### src/rtl/dram_pkg.sv
package dram_pkg;
  // Geometry of the primitive storage cell the array is tiled from.
  localparam int CELL_DEPTH = 16;
  localparam int CELL_AW    = 4;
endpackage

### src/rtl/dram_cell16.sv
module dram_cell16 #(
  parameter logic [15:0] INIT = '0
) (
  input  logic       clk,
  input  logic       we,
  input  logic [3:0] waddr,
  input  logic       wbit,
  input  logic [3:0] raddr,
  output logic       rbit
);
  logic [15:0] bits = INIT;

  // Edge-triggered write, combinational read.
  always_ff @(posedge clk) begin
    if (we) bits[waddr] <= wbit;
  end

  assign rbit = bits[raddr];
endmodule

### src/rtl/dram_column.sv
module dram_column
  import dram_pkg::*;
#(
  parameter int  DEPTH    = 32,
  parameter bit  DUAL     = 1'b1,
  parameter bit  INIT_BIT = 1'b0,
  localparam int AW   = $clog2(DEPTH),
  localparam int NBLK = DEPTH / CELL_DEPTH,
  localparam int SW   = (NBLK > 1) ? $clog2(NBLK) : 1
) (
  input  logic          clk,
  input  logic          we,
  input  logic [AW-1:0] addr_a,
  input  logic [AW-1:0] addr_b,
  input  logic          wbit,
  output logic          rbit_a,
  output logic          rbit_b
);
  logic [NBLK-1:0] blk_we;
  logic [NBLK-1:0] rd_a_blk;
  logic [NBLK-1:0] rd_b_blk;
  logic [SW-1:0]   sel_a;
  logic [SW-1:0]   sel_b;

  // Upper address bits pick the 16-entry cell.
  if (NBLK > 1) begin : g_sel
    assign sel_a = addr_a[AW-1:CELL_AW];
    assign sel_b = addr_b[AW-1:CELL_AW];
  end else begin : g_nosel
    assign sel_a = '0;
    assign sel_b = '0;
  end

  always_comb begin
    for (int i = 0; i < NBLK; i++) begin
      blk_we[i] = we && (sel_a == SW'(i));
    end
  end

  for (genvar i = 0; i < NBLK; i++) begin : g_blk
    dram_cell16 #(.INIT({16{INIT_BIT}})) u_cell_a (
      .clk  (clk),
      .we   (blk_we[i]),
      .waddr(addr_a[CELL_AW-1:0]),
      .wbit (wbit),
      .raddr(addr_a[CELL_AW-1:0]),
      .rbit (rd_a_blk[i])
    );
    if (DUAL) begin : g_twin
      // Twin copy: written through port A, read through port B.
      dram_cell16 #(.INIT({16{INIT_BIT}})) u_cell_b (
        .clk  (clk),
        .we   (blk_we[i]),
        .waddr(addr_a[CELL_AW-1:0]),
        .wbit (wbit),
        .raddr(addr_b[CELL_AW-1:0]),
        .rbit (rd_b_blk[i])
      );
    end else begin : g_notwin
      assign rd_b_blk[i] = 1'b0;
    end
  end

  assign rbit_a = rd_a_blk[sel_a];

  if (DUAL) begin : g_rb
    assign rbit_b = rd_b_blk[sel_b];
  end else begin : g_norb
    logic unused_b;
    assign unused_b = ^{addr_b, rd_b_blk, sel_b};
    assign rbit_b   = 1'b0;
  end

  // a write strobe reaches at most one cell, and exactly one when we is high.
  p_one_cell_r4: assert property (@(posedge clk) $onehot0(blk_we));
  p_we_hits_r4:  assert property (@(posedge clk) we |-> ($countones(blk_we) == 1));
endmodule

### src/rtl/dram_tiled.sv
module dram_tiled
  import dram_pkg::*;
#(
  parameter int              DEPTH     = 32,
  parameter int              WIDTH     = 2,
  parameter bit              DUAL_PORT = 1'b1,
  parameter bit              OUT_REG   = 1'b0,
  parameter logic [WIDTH-1:0] INIT_WORD = '0,
  localparam int AW = $clog2(DEPTH)
) (
  input  logic             clk,
  input  logic             rst,
  input  logic             we,
  input  logic [AW-1:0]    addr_a,
  input  logic [WIDTH-1:0] din,
  input  logic [AW-1:0]    addr_b,
  output logic [WIDTH-1:0] dout_a,
  output logic [WIDTH-1:0] dout_b
);
  logic [WIDTH-1:0] rd_a;
  logic [WIDTH-1:0] rd_b;

  for (genvar c = 0; c < WIDTH; c++) begin : g_col
    dram_column #(
      .DEPTH   (DEPTH),
      .DUAL    (DUAL_PORT),
      .INIT_BIT(INIT_WORD[c])
    ) u_col (
      .clk   (clk),
      .we    (we),
      .addr_a(addr_a),
      .addr_b(addr_b),
      .wbit  (din[c]),
      .rbit_a(rd_a[c]),
      .rbit_b(rd_b[c])
    );
  end

  if (OUT_REG) begin : g_oreg
    always_ff @(posedge clk) begin
      if (rst) begin
        dout_a <= '0;
        dout_b <= '0;
      end else begin
        dout_a <= rd_a;
        dout_b <= rd_b;
      end
    end
    // reset clears the read registers.
    p_rst_clears_r9: assert property (@(posedge clk) rst |=> (dout_a == '0 && dout_b == '0));
  end else begin : g_comb
    logic unused_rst;
    assign unused_rst = rst;
    assign dout_a     = rd_a;
    assign dout_b     = rd_b;
  end

  // a committed write is visible next cycle at the same address.
  p_write_visible_r3: assert property (@(posedge clk) disable iff (rst)
    we |=> ((addr_a != $past(addr_a)) || (rd_a == $past(din))));

  if (DUAL_PORT) begin : g_dual_chk
    // twin copies hold identical contents.
    p_twins_agree_r6: assert property (@(posedge clk) disable iff (rst)
      (addr_a == addr_b) |-> (rd_a == rd_b));
  end
endmodule

### config.mk
export PLATFORM = sky130hd
export DESIGN_NAME = dram_tiled
export DESIGN_NICKNAME = d
export VERILOG_FILES = /design/src/rtl/dram_pkg.sv /design/src/rtl/dram_cell16.sv /design/src/rtl/dram_column.sv /design/src/rtl/dram_tiled.sv
export SDC_FILE = /design/constraint.sdc
export NUM_CORES = 1
export LEC_CHECK = 0
export BUFFER_PORTS_ARGS = -buffer_cell sky130_fd_sc_hd__buf_4
export CORE_MARGIN = 8
export CORE_UTILIZATION = 30
export DETAILED_ROUTE_END_ITERATION = 6
export PLACE_DENSITY = 0.57
export SLEW_MARGIN = 40
export SYNTH_ARGS = -nofsm -noshare
export SYNTH_HDL_FRONTEND = slang
export SYNTH_SLANG_ARGS = --single-unit
### constraint.sdc
create_clock -name clk -period 2.6 [get_ports clk]
set_clock_uncertainty 0.15 [all_clocks]
set_input_delay 0.39 -clock clk [delete_from_list [all_inputs] [get_ports clk]]
set_output_delay 0.39 -clock clk [all_outputs]
set_load 0.01 [all_outputs]
==> results of run 1 <==
-- repair_timing --
| action | 4_1_cts | 5_1_grt |
|---|---|---|
| hold buffers | 0 | 0 |
| gates cloned | 0 | 0 |
| gates resized for setup | 8 | 1 |
| buffers inserted | 3 | 0 |
| endpoints found under the setup margin | 2 | 3 |
-- final timing paths --
check | from | endpoint | slack [ps] | depth (start not counted)
worst max-delay path | g_col[0].u_col.g_blk[1].g_twin.u_cell_b.bits[14] | dout_b[0] | -70 | 4
worst min-delay path | din[1] | g_col[1].u_col.g_blk[1].u_cell_a.bits[11] | 340 | 1
-- cell usage after synthesis, types with 2 or more instances --
| cell | instances |
|---|---|
| o22ai_1 | 4 |
| o21ai_0 | 2 |
| mux2_2 | 6 |
| mux2i_1 | 12 |
| nand2b_1 | 4 |
| a21o_1 | 2 |
| mux4_1 | 5 |
| buf_4 | 4 |
| o2bb2ai_1 | 2 |
| nor2_1 | 31 |
| buf_2 | 4 |
| mux4_2 | 23 |
| nand3b_1 | 2 |
| edfxtp_1 | 64 |
| nor3_1 | 8 |
| nand2_1 | 11 |
| clkbuf_1 | 7 |
| o221a_2 | 2 |
| a211o_1 | 2 |
| inv_1 | 2 |
| nand4_1 | 4 |
| a221o_1 | 2 |
-- logic make-up after synthesis --
| group | Yosys count | synth area share |
|---|---|---|
| buffers and inverters | 20 | 0.0346 |
| DFF | 64 | 0.584 |
| muxes | 46 | 0.255 |
| AOI/OAI and AO/OA | 16 | 0.0388 |
| and+or+nand+nor | 64 | 0.0875 |
-- area by class of cell --
cell class                 instances  area (um2)
multi-input combinational        126        1240
clock buffer                      11         131
sequential                        64        1920
fill                            1076        7040
tap                              140         175
clock inverter                     3        11.3
timing repair buffer              25         211
inverter                           2        7.51
-- cells in the final DEF, fill, tap and decap left out, drive strengths merged --
master,instances
buf,25
a211o,2
nand3b,2
inv,2
o2bb2ai,2
edfxtp,64
mux4,28
clkinv,3
nor3,8
nand2,11
a21o,2
nand4,4
nor3b,1
mux2i,12
nand3,1
or2,1
nor2,31
clkbuf,11
o221a,2
a221o,2
o22ai,4
o21ai,2
nand2b,4
mux2,6
nor2b,1
-- metal layers --
metal,track usage,vias to the layer above
met5,0,-
met1,0.145,981
li1,-,874
met3,0.0242,9
met2,0.174,54
met4,0.0445,0
-- registers in the layout, indices dropped and copies added, names as in the netlist --
register,flops
g_col.u_col.g_blk.g_twin.u_cell_b.bits,30
g_col.u_col.g_blk.u_cell_a.bits,34
-- through the flow --
step	std cells	util	area (um2)	setup WS [ps]	hold WS [ps]
2_1_floorplan	210	-	3290	9.14	339
3_3_place_gp	354	0.329	3530	-83.0	684
3_5_place_dp	354	0.329	3530	-82.6	700
4_1_cts	371	0.344	3700	-87.2	344
5_1_grt	371	0.345	3700	-144	341
6_report	371	0.345	3700	-72.9	339
-- where the power goes --
group,total (mW),switching (mW),internal (mW)
Clock,0.674,0.348,0.326
Sequential,1.15,0.00606,1.15
Combinational,0.242,0.125,0.116
Total,2.07,0.479,1.59
==> key figures, run 1 <==
Status
  – Status: finished, violations left
  – Failing checks: negative setup slack

Global routing
  – Total grt overflow: 0
  – Vias in the first global route: between 2000 and 2500
  – Largest net degree at the start of global routing: 33
  – Initial antenna violation count: 0
  – First-pass GRT wire length: 12100 um
  – Global Route Usage Sum: 0.111

Power and ir drop
  – PwrDens: ~560 nW/um2
  – Leakage: 1.21 nW
  – Total chip power: 2.07 mW
  – Peak supply drop: 0.000268 V

Timing
  – Final worst setup slack: -72.9 ps
  – FMAX: 374 MHz
  – Slew HR: 0.658
  – Slew Limit Fails: 0
  – Endpoints failing setup: 2
  – Final Hold Vio Count: 0
  – Setup TNS: -138 ps
  – Tightest Pin Transition: 512 ps
  – Crit path time final: around 2700 ps
  – Final Cycle Share: 1.03
  – RSZ-0062 raised after global routing: true

Synthesis
  – Seq/Total Area, Yosys: 0.584
  – Mean post-synth cell area: between 15 and 20 um2
  – Post-Syn Area: 3290 um2
  – Yosys top cell area share: 0.584
  – Asr flop ratio synth: 0
  – Yosys cell types: 29
  – #FFs+latches synth: 64
  – Top post-synthesis cells by area: edfxtp_1, mux4_2, mux4_1
  – Yosys warnings: 0
  – Synth Net Count: 225
  – Number of flops mapped to enable cells by yosys: 64
  – Leading area contributor after synthesis: edfxtp_1
  – Post-synthesis instance total: 210
  – Ys flop type: edfxtp_1

Floorplanning
  – Num rows: 38
  – Die height: between 100 and 150 um
  – Core area: 10700 um2
  – DIE WIDTH: 121 um
  – Die area: 14600 um2
  – Io pins: 19
  – Initial Util: 0.306

Setup path
  – CP max FO: 2
  – Critical Path RT: 2060 ps
  – Crit path top cell by count: mux4_2
  – CP arrival: 2130 ps
  – Worst path buffer plus inverter count: 1
  – Crit end category: output pin
  – WS Path Type: flop to output pin
  – Crit-path cells: mux4_2 -> mux4_2 -> mux2_4 -> buf_6
  – CP Launch Type: flop
  – Max stage delay on crit path: about 520 ps
  – CP delay by family, top: multiplexers
  – Critical Path Slowest Stage Cell: mux4_2

Flow run
  – Maxcap violations: 0

Placement
  – Placed wire-length estimate: between 5000 and 6000 um
  – Placer Congestion: 0.816
  – # port buffers: 17

Clock network
  – Clock buffer count from CTS: 9
  – CTS tree: built
  – Worst-path clk slew: 60 ps
  – Clk sinks: 64
  – Deepest clock path buffer count: 2
  – Clock root cell: clkbuf_8
  – H-tree Lvls: 3

Layout
  – Layout cells sized above 1: 0.303
  – Diodes inserted: 0
  – Final net count: approximately 240
  – Area Overhead vs Synth: 12.6%

Routing
  – Max layer used: met4
  – Routed wire length per instance: 20.9 um
  – Remaining DRCs: 0
  – Vias per cell: 5.17
  – Met2 Routed Length: 3740 um
  – First-pass DRT Iterations: 4
  – Via Count: 1918
  – Drt total wl: 7770 um
  – Post-Route M1 WL: 3530 um
  – Initial DRC Count: 257
  – WL met3: a little under 400 um
  – ANT nets after route: 0

Hold path
  – Worst min path class: input port to flop
Note: power is estimated with default switching activity, not from simulation.
==> run 2: changes to the inputs <==
==> constraint.sdc (replaced) <==
create_clock -name clk -period 2.6 [get_ports clk]
set_clock_uncertainty 0.15 [all_clocks]
set_input_delay 0.52 -clock clk [delete_from_list [all_inputs] [get_ports clk]]
set_output_delay 0.52 -clock clk [all_outputs]
set_load 0.01 [all_outputs]
==> key figures, run 2 (synthesis gave the netlist of run 1 again) <==
Hold path
  – HP Start: din[0]
  – Worst Hold Path Cells: 1 (unchanged)
  – Hold EP: g_col[0].u_col.g_blk[1].u_cell_a.bits[15]
  – Worst min path class: input port to flop

Timing
  – Slew HR: 0.719 (+0.0612)
  – Final worst setup slack: -229 ps (-156 ps)
  – Crit path time final: 2830 ps (+156 ps)
  – Final Hold Vio Count: 0 (unchanged)
  – Endpoints failing setup: 2 (unchanged)
  – Final Cycle Share: 1.09 (+0.0599)
  – RSZ-0062 raised after global routing: true
  – Slew Limit Fails: 0 (unchanged)
  – Tightest Pin Transition: 418 ps (-93.8 ps)
  – FMAX: 354 MHz (-5.5%)

Routing
  – ANT nets after route: 0 (unchanged)
  – Remaining DRCs: 0 (unchanged)
  – Initial DRC Count: 77 (-70%)
  – Vias per cell: 5.06 (-2.1%)
  – First-pass DRT Iterations: 4 (unchanged)
  – Via Count: 1909 (-0.47%)
  – Routed wire length per instance: 19.2 um (-8.3%)
  – Drt total wl: 7240 um (-6.8%)

Global routing
  – Initial antenna violation count: 0 (unchanged)
  – Vias in the first global route: 2032 (-2.2%)
  – First-pass GRT wire length: 11500 um (-4.3%)
  – Global Route Usage Sum: 0.105 (-0.00510)
  – Largest net degree at the start of global routing: 33 (unchanged)
  – Total grt overflow: 0 (unchanged)

Placement
  – Placed wire-length estimate: 5340 um (-2.6%)
  – # port buffers: 17 (unchanged)
  – Placer Congestion: 0.797 (-2.4%)
  – Placement Cell Area: 3590 um2 (+1.5%)

Layout
  – Layout cells sized above 1: 0.333 (+0.0303)
  – Design area: 3810 um2 (+2.8%)
  – Largest regs: g_col.u_col.g_blk.u_cell_a.bits (34), g_col.u_col.g_blk.g_twin.u_cell_b.bits (30)
  – Max reg flops: 34 (unchanged)
  – Most frequent cells in the layout: edfxtp_1, nor2_1, mux4_2
  – Most flops, register: g_col.u_col.g_blk.u_cell_a.bits
  – Final net count: 249 (+2.5%)
  – Area Overhead vs Synth: 15.8%
  – Most common cell after layout, fill and taps aside: edfxtp_1
  – Post-layout util: 0.354 (+0.00966)
  – Diodes inserted: 0 (unchanged)

Setup path
  – Critical Path Slowest Stage Cell: mux4_2
  – CP Launch Type: input port
  – CP arrival: 2160 ps (+30 ps)
  – Critical Path RT: 1930 ps (-130 ps)
  – Crit-path cells: buf_12 -> buf_12 -> mux4_2 -> mux4_2 -> mux2_4 -> buf_6
  – WS Path Type: input port to output pin
  – CP max FO: 5 (+3)
  – Max stage delay on crit path: 530 ps (about the same)
  – Crit end category: output pin

Floorplanning
  – Io pins: 19 (unchanged)
  – Die area: 14600 um2 (unchanged)
  – DIE WIDTH: 121 um (unchanged)
  – Num rows: 38 (unchanged)
  – Initial Util: 0.306 (unchanged)
  – Die height: 121 um (unchanged)
  – Core area: 10700 um2 (unchanged)

Status
  – Status: finished, violations left
  – Failing checks: negative setup slack

Clock network
  – Clock buffer count from CTS: 9 (unchanged)
  – Clock root cell: clkbuf_8
  – CTS tree: built
  – Post-CTS Setup Bufs: 0 (-3)
  – Deepest clock path buffer count: 2 (unchanged)
  – Worst-path clk slew: 70 ps (about the same)
  – Clk sinks: 64 (unchanged)
  – H-tree Lvls: 3 (unchanged)

Flow run
  – Maxcap violations: 0 (unchanged)

Power and ir drop
  – Leakage: 1.26 nW (+4.0%)
  – PwrDens: 544 nW/um2 (-2.7%)
  – Peak supply drop: 0.000221 V (-18%)
[run 2: how the worst max path moves through the flow]
| stage | from | to | slack [ps] | depth (start not counted) |
|---|---|---|---|---|
| floorplan | addr_b[1] | dout_b[0] | -160 | 6 |
| global route | addr_b[1] | dout_b[1] | -260 | 6 |
| CTS | addr_b[1] | dout_b[0] | -230 | 6 |
| finish | addr_b[1] | dout_b[0] | -230 | 6 |
| global placement | addr_b[1] | dout_b[0] | -280 | 6 |
| detailed placement | addr_b[1] | dout_b[0] | -280 | 6 |
[run 2: report_power, final]
group | total (mW) | leakage, nW | internal, mW | switching [mW]
Clock | 0.657 | 0.0737 | 0.331 | 0.326
Combinational | 0.261 | 0.612 | 0.135 | 0.126
Sequential | 1.15 | 0.577 | 1.15 | 0.00561
Total | 2.07 | 1.26 | 1.61 | 0.457
[run 2: routing by layer]
metal  up-vias  GRT usage  wire [um]
met2        32      0.168       3550
met5         -          0          0
met4         0     0.0383         97
li1        883          -          -
met3         8     0.0270        233
met1       986      0.135       3360
[run 2: through the flow]
stage                     instances  TNS, ps  power [mW]  hold slack [ps]  setup slack, ps
after detailed placement        362     -667        1.42              813             -285
after floorplan                 210     -327        1.34              469             -163
final                           377     -443        2.07              458             -229
after global routing            377     -499        2.15              461             -257
after global placement          362     -648        1.42              813             -277
after CTS                       377     -446        2.08              455             -231
[run 2: layout make-up]
cell class / count / area, um2
sequential: 64 / 1920
clock buffer: 12 / 135
fill: 1062 / 6940
inverter: 2 / 7.51
tap: 140 / 175
clock inverter: 2 / 8.76
timing repair buffer: 31 / 313
multi-input combinational: 126 / 1250
[run 2: worst max-delay path, delay by kind of cell]
family | cells | cell delay (ps)
buffers and inverters | 3 | 340
multiplexers | 3 | 1300
[run 2: what timing repair did]
action | CTS | global route
pin swaps | 0 | 5
cloned | 1 | 0
gates resized for setup | 11 | 4
setup endpoints to repair | 4 | 4
hold buffers | 0 | 0
==> run 3: changes to the inputs <==
==> constraint.sdc (replaced) <==
create_clock -name clk -period 2.6 [get_ports clk]
set_clock_uncertainty 0.15 [all_clocks]
set_input_delay 0.52 -clock clk [delete_from_list [all_inputs] [get_ports clk]]
set_output_delay 0.52 -clock clk [all_outputs]
set_load 0.02 [all_outputs]
==> key figures, run 3 (synthesis gave the netlist of run 1 again) <==
Routing
  – First-pass DRT Iterations: 4 (unchanged)
  – Drt total wl: 7400 um (+2.2%)
  – Initial DRC Count: 132 (+71%)
  – Vias per cell: 5.09 (+0.51%)
  – Remaining DRCs: 0 (unchanged)
  – Via Count: 1929 (+1.0%)
  – Routed wire length per instance: 19.5 um (+1.7%)
  – ANT nets after route: 0 (unchanged)

Floorplanning
  – Io pins: 19 (unchanged)
  – Die height: 121 um (unchanged)
  – Die area: 14600 um2 (unchanged)
  – Initial Util: 0.306 (unchanged)
  – Num rows: 38 (unchanged)
  – Core area: 10700 um2 (unchanged)
  – DIE WIDTH: 121 um (unchanged)

Layout
  – Layout cells sized above 1: 0.339 (+0.00558)
  – Diodes inserted: 0 (unchanged)
  – Most frequent cells in the layout: edfxtp_1, nor2_1, mux4_2
  – Most flops, register: g_col.u_col.g_blk.u_cell_a.bits
  – Largest regs: g_col.u_col.g_blk.u_cell_a.bits (34), g_col.u_col.g_blk.g_twin.u_cell_b.bits (30)
  – Area Overhead vs Synth: 17.4%
  – Fillers: 1041 (-2.0%)
  – Most common cell after layout, fill and taps aside: edfxtp_1
  – Post-layout util: 0.359 (+0.00477)
  – Max reg flops: 34 (unchanged)
  – Final net count: 249 (unchanged)

Placement
  – Placed wire-length estimate: 5540 um (+3.7%)
  – Placer Congestion: 0.811 (+1.7%)
  – # port buffers: 17 (unchanged)

Timing
  – Final worst setup slack: -242 ps (-12.9 ps)
  – Setup TNS: -483 ps (-40.2 ps)
  – Endpoints failing setup: 2 (unchanged)
  – Slew HR: 0.696 (-0.0230)
  – Tightest Pin Transition: 455 ps (+36.8 ps)
  – RSZ-0062 raised after global routing: true
  – Final Cycle Share: 1.09 (+0.00496)
  – Crit path time final: 2840 ps (+12.9 ps)
  – Slew Limit Fails: 0 (unchanged)
  – FMAX: 352 MHz (-0.45%)
  – Worst hold slack: 465 ps (+6.58 ps)
  – Final Hold Vio Count: 0 (unchanged)

Setup path
  – Worst path buffer plus inverter count: 3 (unchanged)
  – WS Path Type: input port to output pin
  – CP arrival: 2170 ps (about the same)
  – CP Launch Type: input port
  – CP delay by family, top: multiplexers
  – Max stage delay on crit path: 520 ps (about the same)
  – Crit-path cells: buf_12 -> buf_12 -> mux4_2 -> mux4_2 -> mux2_2 -> buf_6
  – Critical Path RT: 1930 ps (about the same)
  – CP max FO: 5 (unchanged)
  – Critical Path Slowest Stage Cell: mux4_2
  – Crit end category: output pin

Hold path
  – Worst min path class: input port to flop

Clock network
  – Clock buffer count from CTS: 9 (unchanged)
  – Clk sinks: 64 (unchanged)
  – CTS tree: built
  – H-tree Lvls: 3 (unchanged)
  – Deepest clock path buffer count: 2 (unchanged)
  – Worst-path clk slew: 60 ps (about the same)
  – Clock root cell: clkbuf_8

Global routing
  – Total grt overflow: 0 (unchanged)
  – Largest net degree at the start of global routing: 33 (unchanged)
  – First-pass GRT wire length: 11600 um (+0.90%)
  – Initial antenna violation count: 0 (unchanged)
  – Global Route Usage Sum: 0.106 (+0.000960)
  – Vias in the first global route: 2071 (+1.9%)

Power and ir drop
  – Peak supply drop: 0.000216 V (-2.4%)
  – PwrDens: 574 nW/um2 (+5.5%)
  – Leakage: 1.29 nW (+2.1%)

Flow run
  – Maxcap violations: 0 (unchanged)

Status
  – Failing checks: negative setup slack
  – Status: finished, violations left
## run 3: area by class of cell
cell class | count | area, um2 | share of cell area
clock inverter | 4 | 45.0 | 0.0117
tap | 140 | 175 | 0.0454
inverter | 2 | 7.51 | 0.00195
sequential | 64 | 1920 | 0.498
multi-input combinational | 126 | 1250 | 0.324
timing repair buffer | 31 | 324 | 0.0840
clock buffer | 12 | 135 | 0.0350
## run 3: power breakdown
part	internal (mW)	switching, mW	total, mW
Combinational	0.138	0.134	0.272
Clock	0.439	0.351	0.790
Sequential	1.15	0.00560	1.15
## run 3: path summary, 6_finish.rpt
kind | start | to | slack (ps) | depth (start not counted)
worst min-delay path | din[1] | g_col[1].u_col.g_blk[1].u_cell_a.bits[15] | 460 | 1
worst max-delay path | addr_b[1] | dout_b[0] | -240 | 6
## run 3: per-layer routing
| layer | global-route usage | vias to the layer above | part of all wire |
|---|---|---|---|
| met5 | 0 | - | 0 |
| met4 | 0.0375 | 0 | 0.0092 |
| met3 | 0.0354 | 9 | 0.061 |
| met2 | 0.175 | 50 | 0.50 |
| met1 | 0.128 | 984 | 0.43 |
| li1 | - | 886 | - |
## run 3: timing repair
action,CTS,global route
hold buffers,0,0
pin swaps,0,1
setup buffers,0,1
endpoints found under the hold margin,0,0
cloned,1,0
setup endpoints to repair,4,4
resized for setup,13,3
## run 3: through the flow
stage               setup WS [ps]  cells  total power [mW]  cell area, um2
detailed placement           -326    361              1.43            3590
finish                       -242    379              2.21            3860
CTS                          -250    378              2.23            3830
global placement             -317    361              1.43            3590
floorplan                    -174    210              1.35            3310
global route                 -281    379              2.30            3860
